File: src/rtl/rcore_pkg.sv
package rcore_pkg;
  localparam int INSN_W = 32;

  localparam logic [5:0] OP_REG  = 6'd0;
  localparam logic [5:0] OP_ADDI = 6'd8;
  localparam logic [5:0] OP_LW   = 6'd35;
  localparam logic [5:0] OP_SW   = 6'd43;
  localparam logic [5:0] FN_ADD  = 6'd32;
  localparam logic [5:0] FN_SUB  = 6'd34;

  typedef enum logic [2:0] {
    K_ADD, K_SUB, K_ADDI, K_LW, K_SW, K_BAD
  } kind_e;
endpackage

File: src/rtl/rcore_decode.sv
module rcore_decode
  import rcore_pkg::*;
#(
  parameter int XLEN = 32,
  parameter int RA_W = 5
) (
  input  logic [INSN_W-1:0] insn,
  output kind_e             kind,
  output logic [RA_W-1:0]   rs,
  output logic [RA_W-1:0]   rt,
  output logic [RA_W-1:0]   dst,
  output logic [XLEN-1:0]   imm,
  output logic              reg_wr,
  output logic              mem_rd,
  output logic              mem_wr,
  output logic              use_imm
);
  logic [5:0] op, fn;
  assign op = insn[31:26];
  assign fn = insn[5:0];
  assign rs = insn[25:21];
  assign rt = insn[20:16];
  assign imm = {{(XLEN-16){insn[15]}}, insn[15:0]};

  always_comb begin
    kind = K_BAD;
    if (op == OP_REG && fn == FN_ADD)      kind = K_ADD;
    else if (op == OP_REG && fn == FN_SUB) kind = K_SUB;
    else if (op == OP_ADDI)                kind = K_ADDI;
    else if (op == OP_LW)                  kind = K_LW;
    else if (op == OP_SW)                  kind = K_SW;
  end

  assign dst     = (kind == K_ADD || kind == K_SUB) ? insn[15:11] : insn[20:16];
  assign reg_wr  = (kind == K_ADD) || (kind == K_SUB) || (kind == K_ADDI) || (kind == K_LW);
  assign mem_rd  = (kind == K_LW);
  assign mem_wr  = (kind == K_SW);
  assign use_imm = (kind == K_ADDI) || (kind == K_LW) || (kind == K_SW);
endmodule

File: src/rtl/rcore_regfile.sv
module rcore_regfile #(
  parameter int XLEN = 32,
  parameter int NREG = 32,
  localparam int RA_W = $clog2(NREG)
) (
  input  logic            clk,
  input  logic            we,
  input  logic [RA_W-1:0] waddr,
  input  logic [XLEN-1:0] wdata,
  input  logic [RA_W-1:0] ra_a,
  input  logic [RA_W-1:0] ra_b,
  output logic [XLEN-1:0] rd_a,
  output logic [XLEN-1:0] rd_b
);
  logic [XLEN-1:0] store [NREG];

  // entry 0 is never written; reads of it are forced to zero
  always_ff @(posedge clk) begin
    if (we && waddr != '0) store[waddr] <= wdata;
  end

  assign rd_a = (ra_a == '0) ? '0 : store[ra_a];
  assign rd_b = (ra_b == '0) ? '0 : store[ra_b];
endmodule

File: src/rtl/rcore_alu.sv
module rcore_alu #(
  parameter int XLEN = 32
) (
  input  logic [XLEN-1:0] a,
  input  logic [XLEN-1:0] b,
  input  logic            sub,
  output logic [XLEN-1:0] y
);
  logic [XLEN-1:0] b_eff;
  assign b_eff = sub ? ~b : b;
  assign y = a + b_eff + {{(XLEN-1){1'b0}}, sub};
endmodule

File: src/rtl/rcore_top.sv
module rcore_top
  import rcore_pkg::*;
#(
  parameter int XLEN = 32,
  parameter int NREG = 32,
  parameter int ALIGN_BITS = 2,
  localparam int RA_W = $clog2(NREG),
  localparam int STEP = 1 << ALIGN_BITS
) (
  input  logic              clk,
  input  logic              rst,
  output logic [XLEN-1:0]   imem_addr,
  input  logic [INSN_W-1:0] imem_rdata,
  output logic [XLEN-1:0]   dmem_addr,
  output logic [XLEN-1:0]   dmem_wdata,
  output logic              dmem_we,
  input  logic [XLEN-1:0]   dmem_rdata,
  output logic              illegal_flag,
  output logic              misalign_flag
);
  logic [XLEN-1:0] pc_q;
  kind_e           kind;
  logic [RA_W-1:0] rs, rt, dst;
  logic [XLEN-1:0] imm, va, vb, opb, sum, wb;
  logic            reg_wr, mem_rd, mem_wr, use_imm, unaligned;

  always_ff @(posedge clk) begin
    if (rst) pc_q <= '0;
    else     pc_q <= pc_q + XLEN'(STEP);
  end
  assign imem_addr = pc_q;

  rcore_decode #(.XLEN(XLEN), .RA_W(RA_W)) u_dec (
    .insn(imem_rdata), .kind(kind), .rs(rs), .rt(rt), .dst(dst), .imm(imm),
    .reg_wr(reg_wr), .mem_rd(mem_rd), .mem_wr(mem_wr), .use_imm(use_imm)
  );

  rcore_regfile #(.XLEN(XLEN), .NREG(NREG)) u_rf (
    .clk(clk), .we(reg_wr && !unaligned), .waddr(dst), .wdata(wb),
    .ra_a(rs), .ra_b(rt), .rd_a(va), .rd_b(vb)
  );

  assign opb = use_imm ? imm : vb;

  rcore_alu #(.XLEN(XLEN)) u_alu (
    .a(va), .b(opb), .sub(kind == K_SUB), .y(sum)
  );

  assign unaligned  = (mem_rd || mem_wr) && (sum[ALIGN_BITS-1:0] != '0);
  assign wb         = mem_rd ? dmem_rdata : sum;
  assign dmem_addr  = sum;
  assign dmem_wdata = vb;
  assign dmem_we    = mem_wr && !unaligned;

  always_ff @(posedge clk) begin
    if (rst) begin
      illegal_flag  <= 1'b0;
      misalign_flag <= 1'b0;
    end else begin
      illegal_flag  <= (kind == K_BAD);
      misalign_flag <= unaligned;
    end
  end
endmodule

File: config.mk
export PLATFORM = sky130hd
export DESIGN_NAME = rcore_top
export DESIGN_NICKNAME = d
export VERILOG_FILES = /design/src/rtl/rcore_pkg.sv /design/src/rtl/rcore_decode.sv /design/src/rtl/rcore_regfile.sv /design/src/rtl/rcore_alu.sv /design/src/rtl/rcore_top.sv
export SDC_FILE = /design/constraint.sdc
export NUM_CORES = 1
export LEC_CHECK = 0
export BUFFER_PORTS_ARGS = -buffer_cell sky130_fd_sc_hd__buf_2
export CAP_MARGIN = 20
export CORE_UTILIZATION = 40
export DETAILED_ROUTE_END_ITERATION = 16
export GPL_TIMING_DRIVEN = 0
export PLACE_DENSITY_LB_ADDON = 0.12
export SETUP_SLACK_MARGIN = 0.3
export SLEW_MARGIN = 20
export SYNTH_ARGS = -nofsm -noshare
export SYNTH_HDL_FRONTEND = slang
export SYNTH_SLANG_ARGS = --single-unit
export TNS_END_PERCENT = 10
File: constraint.sdc
create_clock -name clk -period 10 [get_ports clk]
set_input_delay 2 -clock clk [delete_from_list [all_inputs] [get_ports clk]]
set_output_delay 2 -clock clk [all_outputs]
set_load 0.01 [all_outputs]
==> results of run 1 <==
[state kept, by name, summed over array words and instances (netlist names)]
register and flops:
misalign_flag 1, imem_addr 30, u_rf.store 1024, illegal_flag 1
[worst register-to-register path, delay by kind of cell, from the launching register on]
family	cells	cell delay [ns]
xor gates and xnor gates	1	0.26
and+or+nand+nor	6	1.67
adders and majority gates	1	0.41
buffers and inverters	1	0.21
DFF	1	0.38
muxes	3	1.29
AOI/OAI and AO/OA	7	1.12
[placed cells by master (no fill, tap or decap), drive strengths merged, types with 4 or more instances in the layout]
master,instances
conb,34
inv,21
a211oi,6
mux2i,78
ha,31
nand3,23
buf,310
o21bai,9
o21ai,34
nand2,90
nand2b,8
clkbuf,251
and4,7
and2,6
o21a,4
nor3,22
xor2,57
mux2,13
nor4b,4
clkinvlp,4
edfxtp,1024
a21o,13
a21oi,78
nand4,8
clkinv,51
dfxtp,32
bufinv,20
nor2,160
and3,8
or3,9
nor2b,9
a31oi,7
nor3b,5
xnor2,26
mux4,630
[power groups by stage]
stage	combinational, uW	sequential (uW)	clock [uW]
final	2450	5680	4450
after global routing	2580	5690	4660
after CTS	2390	5690	4510
after detailed placement	2360	5790	0
after global placement	2180	5800	0
after floorplan	1300	5760	0
[stage by stage]
step                hold WS [ns]  util (%)  area [um^2]
finish                     0.467      47.9        61100
global route               0.505      47.9        61100
CTS                        0.471      47.7        60800
detailed placement         0.457      44.3        56500
global placement           0.439      42.6        54300
floorplan                  0.465         -        51500
[layer usage]
| layer | GRT usage, % | vias to the layer above | wire [um] |
|---|---|---|---|
| met1 | 36.3 | 16659 | 68100 |
| met2 | 44.5 | 1662 | 85400 |
| met4 | 9.87 | 6 | 6830 |
| met5 | 0 | - | 47 |
| met3 | 6.39 | 358 | 16800 |
| li1 | - | 12066 | - |
[cells by family after synthesis]
family | after synthesis | share of synthesized area (%)
DFF | 1056 | 61.1
muxes | 721 | 29.4
and+or+nand+nor | 365 | 3.23
buffers and inverters | 212 | 1.71
AOI/OAI and AO/OA | 181 | 2.27
xor gates and xnor gates | 83 | 1.42
adders and majority gates | 32 | 0.794
other | 1 | 0.00730
[layout make-up]
type	instances	share of cell area [%]
Sequential cell	1056	51.4
Multi-Input combinational cell	1416	32.2
Clock buffer	134	4.90
Timing Repair Buffer	237	4.29
Tap cell	1662	3.40
Buffer	192	2.18
Clock inverter	77	1.51
Inverter	19	0.117
Antenna cell	1	0.00410
[worst paths after layout]
kind / startpoint / to / slack (ns)
worst min-delay path: imem_addr[2]$_SDFF_PP0_ / imem_addr[2]$_SDFF_PP0_ / 0.47
worst max-delay path: imem_rdata[16] / dmem_addr[30] / 0.47
worst max register to register: u_rf.store[15][1]$_DFFE_PP_ / u_rf.store[15][20]$_DFFE_PP_ / 4.27
worst min register to register: imem_addr[2]$_SDFF_PP0_ / imem_addr[2]$_SDFF_PP0_ / 0.47
[timing repair]
item	CTS	global route
hold buffers	0	0
gates resized for setup	198	80
setup buffers	1	2
endpoints found under the setup margin	153	10
pin swaps	1	3
hold endpoints to repair	0	0
==> out/qor.yml, run 1 <==
synthArstFlopShare_pct: 0
wirelength_mm: 177
dp_worst_setup_slack_ns: -1.75
ant_nets: 0
path_class: "in -> out"
grt_max_degree: 33
slowest_delay_ns: 0.55
finalHoldViolations: 0
htree_levels: 3
cpMaxStageDelayCell: "mux4_2"
path_cells: "buf_6 -> buf_12 -> buf_8 -> buf_12 -> buf_12 -> buf_8 -> mux4_2 -> mux4_2 -> mux2i_2 -> nor3_1 -> a21oi_1 -> xor2_1 -> ha_1 -> or2_1 -> a21oi_1 -> o21ai_0 -> o21ai_1 -> or3_4 -> o2111ai_1 -> nand2_1 -> o211ai_1 -> a21oi_1 -> xnor2_1 -> buf_2"
multi_input_area_um2: 19700
cts_root_buf: "clkbuf_16"
synthCells: 2651
crit_fanout: 10
die_w_um: 360
ioPinCount: 165
start_util_pct: 40.3
drv_cap: 0
numClockSinks: 1056
p_leak_uw: 0.0199
yosysSeqAreaShare_pct: 61.1
setup_viol: 0
status: "complete, no violations"
dp_cells: 4579
synth.top_cells.by_count: "edfxtp_1 (1024), mux4_2 (630), nor2_1 (160), clkbuf_1 (113), nand2_1 (90)"
fmax_ghz: 0.105
yosysWarnings: 0
worstPathRequired_ns: 8.00
seqPwrFrac_pct: 45.1
cts-buffers-inserted: 113
grt_setup_unrepaired: "false"
tns_ns: 0
fp.dieH_um: 360
yosysUniqueCellTypes: 68
grt_pass1_wl_mm: 247
yosysTopAreaCellShare_pct: 59.9
cts_max_path_buffers: 3
p_switching_uw: 3560
totalPowerFinal_uw: 12600
ys.flop_type: "edfxtp_1"
final_nets: 3133
p_clk_share_pct: 35.4
clkSlewWorstSetupHoldPaths_ns: 0.06
power_density_nw_per_um2: 206
grt.total_usage_pct: 27.5
dpl.hpwl_mm: 128
synth_edf_count: 1024
skew_ns: 0.0328
yosysTopAreaCell: "edfxtp_1"
vdd_drop_max_mv: 0.140
finalNonFillerCells: 4794
wl_per_cell_um: 37.0
first_pass_iters: 5
drive_gt1_share_pct: 40.3
area_delta_synth_final_pct: 18.9
crit_family: "multiplexers"
io_buffer_count: 154
gp_congestion: 0.940
rr_worst_depth: 19
overflow: 0
finalCriticalPeriod_ns: 9.53
antenna_found_initial: 6
num_vias: 30751
cp.depth: 24
synth.area.top_cells: "edfxtp_1 (60%), mux4_2 (28%), mux2i_1 (1.5%), dfxtp_1 (1.2%), nor2_1 (1.2%)"
relSlewSlack_pct: 13.3
yosysMostFrequentCell: "edfxtp_1"
arrival_ns: 7.53
die_area_um2: 130000
nFillCells: 10439
grt_pass1_vias: 31382
synth_area_um2: 51300
ff_latch_area_um2: 31400
synth_area_per_cell_um2: 19.4
core_um2: 128000
maxSlewViolCount: 0
remaining_drc_errors: 0
hp-class: "reg -> reg"
drtIter0Drc: 3703
endpoint_kind: "output port"
crit_path_start_kind: "primary input"
worst-path-buf-inv: 7
worst_slack_ns: 0.469
placementRows: 131
cts_tree: "done"
fin_crit_sh_pct: 95.3
p_comb_share_pct: 19.5
via_per_inst: 6.41
p_sw_share_pct: 28.3
tightest_slew_ns: 1.30
internal-power_uw: 9030
synth.ff_latch_count: 1056
min_path_cells: 1
clock_latency_ns: 0.75
No activity file was read; power rests on OpenSTA's default activity.
==> run 2: changes to the inputs <==
--- a/config.mk
+++ b/config.mk
@@ -7,7 +7,7 @@
 export LEC_CHECK = 0
 export BUFFER_PORTS_ARGS = -buffer_cell sky130_fd_sc_hd__buf_2
 export CAP_MARGIN = 20
-export CORE_UTILIZATION = 40
+export CORE_UTILIZATION = 25
 export DETAILED_ROUTE_END_ITERATION = 16
 export GPL_TIMING_DRIVEN = 0
 export PLACE_DENSITY_LB_ADDON = 0.12
==> out/qor.yml, run 2 (same netlist as run 1, synthesis figures left out) <==
area_delta_synth_final_pct: 22.2
startpoint: "imem_rdata[17]"
gr-usage-met1_pct: 23.8
crit_path_end: "dmem_addr[30]"
crit_path_start_kind: "primary input"
largest_reg_flops: 1024
crit_fanout: 10
grt_setup_unrepaired: "true"
cts_tree: "done"
clock_latency_ns: 0.78
cts-buffers-inserted: 114
finalNonFillerCells: 5829
regMostFlops: "u_rf.store"
use_met3_pct: 3.06
cts_max_path_buffers: 3
vdd_drop_max_mv: 0.136
r2r_end: "u_rf.store[11][14]$_DFFE_PP_"
postCtsHoldBufs: 0
grt.total_usage_pct: 19.4
grt_max_degree: 33
overflow: 0
first_pass_iters: 6
top_usage_layer: "met2"
remaining_drc_errors: 0
numClockSinks: 1056
die_w_um: 455
cts_root_buf: "clkbuf_16"
worstPathRequired_ns: 8.00
htree_levels: 3
core_um2: 203000
num_vias: 30274
placementRows: 165
fin_crit_sh_pct: 96.5
gp_congestion: 0.946
arrival_ns: 7.65
crit_top_cell: "a21oi_1"
final_nets: 3150
cpMaxStageDelayCell: "mux4_2"
power_density_nw_per_um2: 201
finalCriticalPeriod_ns: 9.65
regToRegStartpoint: "u_rf.store[31][0]$_DFFE_PP_"
dpl.hpwl_mm: 146
grt_pass1_vias: 31832
antenna_found_initial: 11
setup_viol: 0
maxSlewViolCount: 0
mostFrequentLayoutCell: "edfxtp_1"
hp-class: "reg -> reg"
endpoint_kind: "output port"
dp_cells: 5602
path_class: "in -> out"
via_per_inst: 5.19
tightest_slew_ns: 1.29
wirelength_mm: 202
start_util_pct: 25.3
fp.dieH_um: 455
slowest_delay_ns: 0.52
ioPinCount: 165
relSlewSlack_pct: 14.0
skew_ns: 0.0607
status: "complete, no violations"
clkSlewWorstSetupHoldPaths_ns: 0.06
finalHoldViolations: 0
rr_worst_depth: 15
holdWs_ns: 0.459
r2r_slack_ns: 3.97
io_buffer_count: 154
path_cells: "buf_2 -> buf_4 -> buf_6 -> clkbuf_8 -> buf_4 -> buf_6 -> mux4_2 -> mux4_2 -> mux2i_2 -> nor3_1 -> a21oi_1 -> xor2_1 -> ha_1 -> or2_1 -> a21oi_1 -> o21ai_2 -> o21ai_0 -> or3_4 -> o2111ai_1 -> nand2_2 -> o211ai_1 -> a21oi_1 -> xnor2_1 -> buf_2"
utilization_pct: 30.9
most-common-layout-cells: "edfxtp_1 (1024), mux4_2 (630), buf_2 (169)"
drive_gt1_share_pct: 41.5
use_met2_pct: 33.1
wl_per_cell_um: 34.7
drv_cap: 0
fmax_ghz: 0.104
ant_nets: 0
drtIter0Drc: 3392
grt_pass1_wl_mm: 271
p_leak_uw: 0.0201
die_area_um2: 207000
==> run 2: cell types whose count changed in the layout (fill, tap and decap cells not counted), sizes merged <==
cell	change
buf	+18
bufinv	-10
diode	+7
clkinv	+6
clkbuf	+3
inv	+2
clkdlybuf4s15	-1
==> run 2: worst max-delay path: cells and delay by family <==
| family | cells | cell delay (ns) |
|---|---|---|
| and+or+nand+nor | 4 | 0.90 |
| AOI/OAI and AO/OA | 7 | 1.35 |
| xor gates and xnor gates | 2 | 0.25 |
| adders and majority gates | 1 | 0.36 |
| muxes | 3 | 1.09 |
| buffers and inverters | 7 | 1.61 |
==> run 2: final cells by class <==
| type | instances | area [um^2] |
|---|---|---|
| antenna | 8 | 20.0 |
| buffer | 192 | 1390 |
| clock buffer | 138 | 3070 |
| clock inverter | 75 | 701 |
| fill | 19713 | 140000 |
| inverter | 19 | 71.3 |
| multi-input combinational | 1416 | 19800 |
| sequential | 1056 | 31400 |
| tap | 2672 | 3340 |
| timing repair buffer | 253 | 2970 |
==> run 2: how the worst min path moves through the flow <==
stage / cells past startpoint / to / startpoint / slack [ns]
after floorplan: 1 / imem_addr[2]$_SDFF_PP0_ / imem_addr[2]$_SDFF_PP0_ / 0.47
after global routing: 1 / imem_addr[2]$_SDFF_PP0_ / imem_addr[2]$_SDFF_PP0_ / 0.48
final: 1 / imem_addr[2]$_SDFF_PP0_ / imem_addr[2]$_SDFF_PP0_ / 0.46
after CTS: 1 / imem_addr[2]$_SDFF_PP0_ / imem_addr[2]$_SDFF_PP0_ / 0.47
after detailed placement: 1 / imem_addr[2]$_SDFF_PP0_ / imem_addr[2]$_SDFF_PP0_ / 0.45
after global placement: 1 / imem_addr[2]$_SDFF_PP0_ / imem_addr[2]$_SDFF_PP0_ / 0.43
==> run 2: through the flow <==
| step | total power, uW | cell area, um^2 | setup TNS [ns] | setup slack (ns) |
|---|---|---|---|---|
| final | 12600 | 62700 | 0 | 0.352 |
| after detailed placement | 8280 | 58100 | -176.81 | -1.72 |
| after floorplan | 7060 | 51500 | 0 | 1.24 |
| after CTS | 12700 | 62500 | 0 | 0.294 |
| after global placement | 8110 | 55600 | -4022.68 | -3.42 |
| after global routing | 13000 | 62700 | 0 | 0.279 |
==> run 2: where the power goes <==
group / total, uW / switching (uW) / internal [uW] / leakage [uW]
combinational: 2590 / 1830 / 763 / 0.00874
sequential: 5680 / 22.4 / 5660 / 0.00948
clock: 4320 / 1870 / 2450 / 0.00186
==> run 2: repair_timing <==
item / CTS / global route
gates cloned: 0 / 0
pin swaps: 1 / 2
setup endpoints to repair: 159 / 14
gates resized for setup: 208 / 59
hold endpoints to repair: 0 / 0
buffers inserted: 2 / 4
==> run 2: metal layers <==
layer  vias up  share of wire, %
li1      12110                 -
met5         -             0.018
met4         6               5.3
met1     16725                39
met3       311               5.5
met2      1122                50
